--- src/rtl/dwsc_pkg.sv ---
package dwsc_pkg;
    localparam int LANES = 2;

    typedef enum logic [3:0] {
        S_IDLE,
        S_E_WAIT,
        S_L_WAIT,
        S_L_READ,
        S_L_OEOFF,
        S_L_SETUP,
        S_PULSE,
        S_DRV_OFF,
        S_CAS_HI
    } seq_state_e;
endpackage

--- src/rtl/dwsc_strobe_lane.sv ---
module dwsc_strobe_lane (
    input  logic fire,
    input  logic lane_en,
    output logic strobe_n
);
    always_comb strobe_n = ~(fire & lane_en);
endmodule

--- src/rtl/dram_wstrobe_ctl.sv ---
module dram_wstrobe_ctl #(
    parameter int WP_CYC = 3,
    parameter int RD_CYC = 2
) (
    input  logic       clk,
    input  logic       rst_n,
    input  logic       req_valid,
    input  logic [1:0] req_be,
    input  logic       req_late,
    input  logic       cas_n,
    output logic       req_ready,
    output logic       req_err,
    output logic       done,
    output logic       we_hi_n,
    output logic       we_lo_n,
    output logic       oe_n,
    output logic       dq_drive
);
    import dwsc_pkg::*;

    localparam int MAXC  = (WP_CYC > RD_CYC) ? WP_CYC : RD_CYC;
    localparam int CNT_W = (MAXC > 1) ? $clog2(MAXC) : 1;

    typedef struct packed {
        seq_state_e       st;
        logic [CNT_W-1:0] cnt;
        logic [LANES-1:0] be;
        logic             we_act;
        logic             oe_act;
        logic             drv;
        logic             err;
        logic             fin;
    } seq_t;

    seq_t s_d, s_q;

    always_comb begin
        s_d     = s_q;
        s_d.err = 1'b0;
        s_d.fin = 1'b0;
        case (s_q.st)
            S_IDLE: begin
                if (req_valid) begin
                    if (req_be == '0) begin
                        s_d.err = 1'b1;
                    end else begin
                        s_d.be = req_be;
                        if (req_late) begin
                            s_d.st = S_L_WAIT;
                        end else begin
                            s_d.st     = S_E_WAIT;
                            s_d.we_act = 1'b1;
                            s_d.drv    = 1'b1;
                        end
                    end
                end
            end
            S_E_WAIT: begin
                if (!cas_n) begin
                    s_d.st  = S_PULSE;
                    s_d.cnt = CNT_W'(WP_CYC - 1);
                end
            end
            S_L_WAIT: begin
                if (!cas_n) begin
                    s_d.st     = S_L_READ;
                    s_d.oe_act = 1'b1;
                    s_d.cnt    = CNT_W'(RD_CYC - 1);
                end
            end
            S_L_READ: begin
                if (s_q.cnt == '0) begin
                    s_d.st     = S_L_OEOFF;
                    s_d.oe_act = 1'b0;
                end else begin
                    s_d.cnt = s_q.cnt - 1'b1;
                end
            end
            S_L_OEOFF: begin
                s_d.st  = S_L_SETUP;
                s_d.drv = 1'b1;
            end
            S_L_SETUP: begin
                s_d.st     = S_PULSE;
                s_d.we_act = 1'b1;
                s_d.cnt    = CNT_W'(WP_CYC - 1);
            end
            S_PULSE: begin
                if (s_q.cnt == '0) begin
                    s_d.st     = S_DRV_OFF;
                    s_d.we_act = 1'b0;
                end else begin
                    s_d.cnt = s_q.cnt - 1'b1;
                end
            end
            S_DRV_OFF: begin
                s_d.st  = S_CAS_HI;
                s_d.drv = 1'b0;
            end
            S_CAS_HI: begin
                if (cas_n) begin
                    s_d.st  = S_IDLE;
                    s_d.fin = 1'b1;
                end
            end
            default: s_d.st = S_IDLE;
        endcase
    end

    always_ff @(posedge clk) begin
        if (!rst_n) begin
            s_q <= '{st: S_IDLE, cnt: '0, be: '0, we_act: 1'b0,
                     oe_act: 1'b0, drv: 1'b0, err: 1'b0, fin: 1'b0};
        end else begin
            s_q <= s_d;
        end
    end

    logic [LANES-1:0] lane_n;

    for (genvar g = 0; g < LANES; g++) begin : g_lane
        dwsc_strobe_lane u_lane (
            .fire     (s_q.we_act),
            .lane_en  (s_q.be[g]),
            .strobe_n (lane_n[g])
        );
    end

    assign we_hi_n   = lane_n[1];
    assign we_lo_n   = lane_n[0];
    assign oe_n      = ~s_q.oe_act;
    assign dq_drive  = s_q.drv;
    assign req_ready = (s_q.st == S_IDLE);
    assign req_err   = s_q.err;
    assign done      = s_q.fin;
endmodule

--- config.mk ---
export PLATFORM = sky130hd
export DESIGN_NAME = dram_wstrobe_ctl
export DESIGN_NICKNAME = d
export VERILOG_FILES = /design/src/rtl/dwsc_pkg.sv /design/src/rtl/dwsc_strobe_lane.sv /design/src/rtl/dram_wstrobe_ctl.sv
export SDC_FILE = /design/constraint.sdc
export NUM_CORES = 1
export LEC_CHECK = 0
export BUFFER_PORTS_ARGS = -buffer_cell sky130_fd_sc_hd__buf_2
export CAP_MARGIN = 20
export CORE_MARGIN = 4
export CORE_UTILIZATION = 53
export DETAILED_ROUTE_END_ITERATION = 10
export PLACE_DENSITY = 0.83
export SETUP_SLACK_MARGIN = 0.2
export SLEW_MARGIN = 20
export SYNTH_ARGS = -nofsm -noshare
export SYNTH_HDL_FRONTEND = slang
export SYNTH_SLANG_ARGS = --single-unit
--- constraint.sdc ---
create_clock -name clk -period 1.8 [get_ports clk]
set_input_delay 0.36 -clock clk [delete_from_list [all_inputs] [get_ports clk]]
set_output_delay 0.36 -clock clk [all_outputs]
set_load 0.05 [all_outputs]
==> run metrics, run 1 <==
placer congestion estimate around 0.85; maxcap violations 0; top-level I/O count 14; NetSw around 0.64 mW; count of buffers from port buffering 13; flop-to-flop setup slack 0.30 ns; maximum count of clock buffers along a single path 2; Worst Setup End Kind primary output; final core utilization 0.679; number of global-route vias before repair about 700; number of fillers in the final layout ~120; leak pwr roughly 0.37 nW; combinational cell fraction of total power 0.524; wire length the detailed router placed on met1 about 750 um; count of routing violations after the opening detailed-route iteration 27; register share of total power 0.348; wire length on met2 roughly 940 um; CTS Sinks 13; worst reg2reg path endpoint s_q[7]; outcome finished, final reports clean; synth unique cells 32; Area after DPL roughly 850 um2; Sequential cell area roughly 270 um2; beginning of the worst register-to-register path s_q[7]; total number of placement rows 13; detailed-route wire length per cell around 14 um; total power ~1.4 mW; Area Growth Syn to Fin 16.3%; stage delay of the slowest cell on the critical path between 0.3 and 0.4 ns; routed vias just under 800; internal power between 0.7 and 0.8 mW; diode count 0; length of routed met3 wiring 143 um; clock latency of the later-clocked register in the worst-skew pair between 0.2 and 0.3 ns; proportion of synthesized chip area in sequential cells 0.327; period utilisation layout 0.856; synthesized area per cell about 7.7 um2; remaining max-slew budget at the tightest pin 0.759; number of synthesized register bits 13; highest routed metal layer met4; highest fanout seen on the critical path 11; core outline area ~1400 um2; min Tclk post-route about 1.5 ns; clock tree root driver cell sky130_fd_sc_hd__clkbuf_4; yosys synthesis warning count 0; slowest CP cell sky130_fd_sc_hd__dfxtp_4; Detailed Place HPWL between 1000 and 1500 um; hold violation total from the final report 0; worst path cell trace nor4_4, buf_6; number of cells on the worst hold path 2; Mapped Area 797 um2; share of final-layout standard cells stronger than drive strength 1 0.248; actual slew at the worst max-slew pin 0.358 ns; worst clock skew about 0.0067 ns; number of antenna violations at the first check in global routing 0; drt drc 0; sw frac 0.452; Req. time, crit path roughly 1.4 ns; initial standard-cell utilization of the core 0.583; overall die width roughly 47 um; Data arrival, critical path approximately 1.2 ns; Inserted Clock Buffers 3; Highest Clock Rate between 600 and 700 MHz; total number of H-tree levels 1; Hold Path Class in2reg; type of the worst setup path reg2out; gr ovfl total 0; maximum vdd ir drop between 0.0009 and 0.001 V; TritonCTS clock tree yes; RSZ-0062 raised after global routing yes; share of power burned in the clock network 0.128; Die Y 46.8 um; gate count after technology mapping 103; area used by multi-input combinational logic 489 um2; Tot GR Track Use 0.190; count of endpoints failing setup in the final report 0; Worst Setup Start Kind register; number of buffers inserted by hold repair at cts 0; setup TNS after final layout 0 ns; Hold Startpoint req_be[1]; commonest non-fill, non-tap cell in the layout sky130_fd_sc_hd__nand2_1; commonest cells after routing, fill and taps aside sky130_fd_sc_hd__nand2_1 (17), sky130_fd_sc_hd__buf_2 (12), sky130_fd_sc_hd__dfxtp_1 (9), sky130_fd_sc_hd__inv_1 (7), sky130_fd_sc_hd__a21oi_1 (7); global-route wire length before repair about 2900 um; end point of the most critical hold path req_err; routed wire length around 1900 um; number of slew-limit violations in the final report 0; PD cells around 1500 nW/um2; clock edge transition at the registers on the reported setup and hold paths ~0.080 ns; DIE AREA between 2000 and 2500 um2; final instance area 927 um2; average vias per placed instance 5.92; maximum number of pins on one net before global-route repair 19; residual antenna-violating net count after detailed routing 0; 1st-pass router iterations 4; number of nets in the layout around 130; depth of the most critical reg-to-reg path 6; net count after synthesis about 110
==> synthesized netlist by cell type <==
cell | count | area share
sky130_fd_sc_hd__nand2_1 | 17 | 0.080
sky130_fd_sc_hd__dfxtp_1 | 13 | 0.33
sky130_fd_sc_hd__a21oi_1 | 8 | 0.050
sky130_fd_sc_hd__inv_1 | 7 | 0.033
sky130_fd_sc_hd__o21ai_0 | 6 | 0.038
sky130_fd_sc_hd__and2b_1 | 5 | 0.047
sky130_fd_sc_hd__mux2i_1 | 4 | 0.050
sky130_fd_sc_hd__nor2_1 | 4 | 0.019
sky130_fd_sc_hd__o21ai_1 | 4 | 0.025
sky130_fd_sc_hd__buf_2 | 3 | 0.019
sky130_fd_sc_hd__nand3_1 | 3 | 0.019
sky130_fd_sc_hd__nor2b_1 | 3 | 0.024
sky130_fd_sc_hd__o211ai_1 | 3 | 0.028
sky130_fd_sc_hd__a211oi_1 | 2 | 0.019
sky130_fd_sc_hd__nor3_1 | 2 | 0.013
sky130_fd_sc_hd__nor4_2 | 2 | 0.031
sky130_fd_sc_hd__o21bai_1 | 2 | 0.019
sky130_fd_sc_hd__a31oi_1 | 1 | 0.0079
sky130_fd_sc_hd__a31oi_2 | 1 | 0.016
sky130_fd_sc_hd__and3_1 | 1 | 0.0079
sky130_fd_sc_hd__and3b_1 | 1 | 0.011
sky130_fd_sc_hd__and4_1 | 1 | 0.011
sky130_fd_sc_hd__buf_4 | 1 | 0.0094
sky130_fd_sc_hd__buf_6 | 1 | 0.014
sky130_fd_sc_hd__clkbuf_1 | 1 | 0.0047
sky130_fd_sc_hd__ha_1 | 1 | 0.016
sky130_fd_sc_hd__nand2b_1 | 1 | 0.0079
sky130_fd_sc_hd__nor3b_2 | 1 | 0.016
sky130_fd_sc_hd__nor4b_1 | 1 | 0.011
sky130_fd_sc_hd__o2111ai_1 | 1 | 0.011
sky130_fd_sc_hd__o21a_1 | 1 | 0.0094
sky130_fd_sc_hd__or3_1 | 1 | 0.0079
==> worst max path at each step <==
stage                        from        end
after floorplan           s_q[12]     s_q[5]
after global placement    s_q[10]  req_ready
after CTS                 s_q[10]     s_q[4]
after detailed placement  s_q[10]     s_q[4]
after global routing       s_q[7]     s_q[4]
final                     s_q[12]  req_ready
==> worst max-delay path: cells and delay by family, from the launching register on <==
| kind | cells | cell delay, ns |
|---|---|---|
| flip-flops | 1 | 0.39 |
| AND/OR/NAND/NOR | 1 | 0.31 |
| buffers and inverters | 1 | 0.20 |
==> final cells by class <==
| type | instances | area share |
|---|---|---|
| inverter | 7 | 0.0283 |
| tap | 15 | 0.0202 |
| timing repair buffer | 16 | 0.101 |
| multi-input combinational | 77 | 0.528 |
| clock buffer | 4 | 0.0283 |
| sequential | 13 | 0.294 |
==> timing repair <==
item                                    4_1_cts  5_1_grt
endpoints found under the hold margin         0        0
pin swaps                                     1        1
resized for setup                             6        5
buffers inserted                              1        2
gates cloned                                  0        0
endpoints found under the setup margin        1        6
==> cell families (layout without fill, tap and decap cells) <==
| kind of cell | after synthesis | after routing | synth area share |
|---|---|---|---|
| simple gates | 43 | 43 | 0.305 |
| compound gates | 29 | 29 | 0.223 |
| flops | 13 | 13 | 0.327 |
| buf+inv | 13 | 27 | 0.0801 |
| mux | 4 | 4 | 0.0502 |
| fa+ha+maj | 1 | 1 | 0.0157 |
==> through the flow <==
stage	instances	hold WS, ns	worst slack (ns)
floorplan	103	0.430	0.203
global placement	125	0.447	0.268
detailed placement	125	0.456	0.236
CTS	130	0.268	0.215
global route	132	0.274	0.190
finish	132	0.276	0.259
==> power by group through the flow <==
stage	registers, mW	clock network, mW	logic, mW
6_report	0.489	0.180	0.737
5_1_grt	0.505	0.199	0.806
4_1_cts	0.497	0.184	0.671
3_5_place_dp	0.496	0	0.621
3_3_place_gp	0.492	0	0.604
2_1_floorplan	0.446	0	0.572
==> registers in the layout, indices dropped and copies added, names as in the netlist <==
register,cells
done,1
s_q,10
dq_drive,1
req_err,1
==> layer usage <==
layer,vias up,GRT usage
met1,358,0.242
met4,0,0.116
met5,-,0
li1,386,-
met3,6,0.0383
met2,31,0.295
(Power assumes the default switching activity.)
==> inputs of run 2 (changes only) <==
Settings changed: CORE_UTILIZATION 53 to 54, PLACE_DENSITY 0.83 to 0.84, SETUP_SLACK_MARGIN 0.2 to 0.4, SYNTH_HIERARCHICAL set to 1.
==> run 2 against run 1 <==
Sequential power down 0.8%. Combinational power up 82%. Die area up 4.7%. Cell area up 30%. Total power up 44%. Non-clock buffer count up 17. Maximum frequency down 0.93%. Highest routed layer unchanged.
==> run metrics, run 2 <==
leak pwr 0.473 nW (was 0.371 nW); synthesized area per cell 8.17 um2 (was 7.74 um2); net count after synthesis 113 (was 111); 1st-pass router iterations 4 (unchanged); Hold Path Class in2reg (unchanged); type of the worst setup path reg2out (unchanged); xor-xnor portion of the synthesized cell area 0 (unchanged); maximum number of pins on one net before global-route repair 17 (was 19); Synth area leaders sky130_fd_sc_hd__dfxtp_1 (30%), sky130_fd_sc_hd__nand2_1 (6.1%), sky130_fd_sc_hd__a21oi_1 (4.7%), sky130_fd_sc_hd__nor2b_1 (3.6%), sky130_fd_sc_hd__nand2b_1 (2.9%) (was sky130_fd_sc_hd__dfxtp_1 (33%), sky130_fd_sc_hd__nand2_1 (8.0%), sky130_fd_sc_hd__a21oi_1 (5.0%), sky130_fd_sc_hd__mux2i_1 (5.0%), sky130_fd_sc_hd__and2b_1 (4.7%)); number of global-route vias before repair 785 (was 703); overall die width 47.9 um (was 46.8 um); gr ovfl total 0 (unchanged); Detailed Place HPWL 1290 um (was 1320 um); highest fanout seen on the critical path 7 (was 11); worst slack, placed 0.183 ns (was 0.236 ns); total number of H-tree levels 1 (unchanged); maxcap violations 0 (unchanged); final instance area 1200 um2 (was 927 um2); CTS Sinks 13 (unchanged); DIE AREA 2290 um2 (was 2190 um2); Req. time, crit path 1.44 ns (about the same); PD cells 1680 nW/um2 (was 1520 nW/um2); post-synth top area share 0.303 (was 0.327); share of final-layout standard cells stronger than drive strength 1 0.511 (was 0.248); clock tree root driver cell sky130_fd_sc_hd__clkbuf_4 (unchanged); RSZ-0062 raised after global routing yes (unchanged); simple-gate share of the synthesized area 0.328 (was 0.305); portion of netlist area occupied by mux cells 0.0233 (was 0.0502); number of flops mapped to enable cells by yosys 0 (unchanged); post-synthesis adder-cell area fraction 0.0146 (was 0.0157); Worst Setup End Kind primary output (unchanged); number of fillers in the final layout 92 (was 115); number of slew-limit violations in the final report 0 (unchanged); Area after DPL 936 um2 (was 852 um2); number of placed instances, taps included 131 (was 125); Area Growth Syn to Fin 40.1% (was 16.3%); most used standard cell by instance count after synthesis sky130_fd_sc_hd__nand2_1 (unchanged); detailed-route wire length per cell 16.4 um (was 14.2 um); count of routing violations after the opening detailed-route iteration 45 (was 27); residual antenna-violating net count after detailed routing 0 (unchanged); maximum count of clock buffers along a single path 2 (unchanged); proportion of synthesized chip area in sequential cells 0.303 (was 0.327); Worst Setup Start Kind register (unchanged); number of flip-flops in the largest register 10 (unchanged); period utilisation layout 0.864 (was 0.856); average vias per placed instance 5.95 (was 5.92); global-route wire length before repair 3450 um (was 2950 um); largest family of logic cells by synthesized area simple AND/OR/NAND/NOR gates (unchanged); Tot GR Track Use 0.214 (was 0.190); commonest non-fill, non-tap cell in the layout sky130_fd_sc_hd__buf_4 (was sky130_fd_sc_hd__nand2_1); gate count after technology mapping 105 (was 103); final setup slack of the worst path 0.244 ns (was 0.259 ns); ranking of synthesized cells by instance count sky130_fd_sc_hd__nand2_1 (14), sky130_fd_sc_hd__dfxtp_1 (13), sky130_fd_sc_hd__a21oi_1 (8) (was sky130_fd_sc_hd__nand2_1 (17), sky130_fd_sc_hd__dfxtp_1 (13), sky130_fd_sc_hd__a21oi_1 (8)); Top reg by flops s_q (unchanged); commonest cells after routing, fill and taps aside sky130_fd_sc_hd__buf_4 (15), sky130_fd_sc_hd__nand2_1 (12), sky130_fd_sc_hd__buf_2 (12), sky130_fd_sc_hd__dfxtp_1 (7), sky130_fd_sc_hd__a21oi_1 (6) (was sky130_fd_sc_hd__nand2_1 (17), sky130_fd_sc_hd__buf_2 (12), sky130_fd_sc_hd__dfxtp_1 (9), sky130_fd_sc_hd__inv_1 (7), sky130_fd_sc_hd__a21oi_1 (7)); Die Y 47.9 um (was 46.8 um); Inserted Clock Buffers 3 (unchanged); final core utilization 0.798 (was 0.679); min Tclk post-route 1.56 ns (was 1.54 ns); clock latency of the later-clocked register in the worst-skew pair 0.29 ns (was 0.28 ns); drt drc 0 (unchanged); clock edge transition at the registers on the reported setup and hold paths 0.09 ns (was 0.08 ns); outcome finished, final reports clean (unchanged); Worst Hold Margin 0.355 ns (was 0.276 ns); synth unique cells 41 (was 32); maximum vdd ir drop 0.00116 V (was 0.000902 V); total power 2.03 mW (was 1.41 mW); top cell type by total area after synthesis sky130_fd_sc_hd__dfxtp_1 (unchanged); synthesized-area fraction occupied by ao, oa, aoi and oai cells 0.249 (was 0.223); Mapped Area 858 um2 (was 797 um2); dominant synthesized flop cell sky130_fd_sc_hd__dfxtp_1 (unchanged); setup TNS after final layout 0 ns (unchanged); number of antenna violations at the first check in global routing 0 (unchanged); top-level I/O count 14 (unchanged); yosys synthesis warning count 6 (was 0); TritonCTS clock tree yes (unchanged); count of buffers from port buffering 13 (unchanged); remaining max-slew budget at the tightest pin 0.811 (was 0.759); flop-to-flop setup slack 0.29 ns (was 0.30 ns); number of nets in the layout 144 (was 126); routed vias 898 (was 781); initial standard-cell utilization of the core 0.570 (was 0.583); diode count 0 (unchanged); actual slew at the worst max-slew pin 0.284 ns (was 0.358 ns); Highest Clock Rate 643 MHz (was 649 MHz); final cell count without fillers 151 (was 132); share of synthesized flip-flops with an asynchronous set or reset 0 (unchanged); routed wire length 2480 um (was 1880 um); placer congestion estimate 0.803 (was 0.852); hold violation total from the final report 0 (unchanged); count of endpoints failing setup in the final report 0 (unchanged); total number of placement rows 14 (was 13); worst clock skew 0.000856 ns (was 0.00666 ns); Data arrival, critical path 1.20 ns (was 1.18 ns); core outline area 1510 um2 (was 1370 um2); number of synthesized register bits 13 (unchanged)
==> run 2: final cells by class <==
cell class / count / area, um2 / share of cell area
clock buffer: 4 / 26.3 / 0.0219
sequential: 13 / 278 / 0.231
tap: 16 / 20.0 / 0.0166
inverter: 6 / 22.5 / 0.0187
timing repair buffer: 33 / 244 / 0.203
multi-input combinational: 79 / 612 / 0.509
==> run 2: what timing repair did <==
action | CTS | global route
pin swaps | 10 | 4
endpoints found under the setup margin | 9 | 11
gates resized for setup | 26 | 11
hold buffers | 0 | 0
setup buffers | 8 | 8
==> run 2: final timing paths <==
kind,start,endpoint,cells after the start
max,s_q[12],req_ready,2
min,req_be[1],s_q[6],3
max reg2reg,s_q[9],s_q[9],6
min reg2reg,s_q[5],s_q[5],2
==> run 2: cells by family (layout without fill, tap and decap cells) <==
| kind of cell | after synthesis | count (layout) |
|---|---|---|
| buf+inv | 13 | 43 |
| compound gates | 30 | 30 |
| fa+ha+maj | 1 | 1 |
| flops | 13 | 13 |
| mux | 2 | 2 |
| simple gates | 46 | 46 |
==> run 2: worst max-delay path, stage by stage, from the launching register on <==
cell                      delay, ns
sky130_fd_sc_hd__dfxtp_4       0.38
sky130_fd_sc_hd__nor4_4        0.32
sky130_fd_sc_hd__buf_6         0.20
==> run 2: routing by layer <==
metal / share of wire / global-route usage / vias to the layer above
met5: 0 / 0 / -
met4: 0.021 / 0.0914 / 0
met3: 0.050 / 0.0376 / 5
met2: 0.52 / 0.354 / 30
met1: 0.41 / 0.271 / 431
li1: - / - / 432
==> run 2: where the power goes <==
group / total [mW] / internal [mW] / switching (mW)
logic: 1.34 / 0.633 / 0.711
registers: 0.485 / 0.389 / 0.0960
clock network: 0.197 / 0.0864 / 0.111
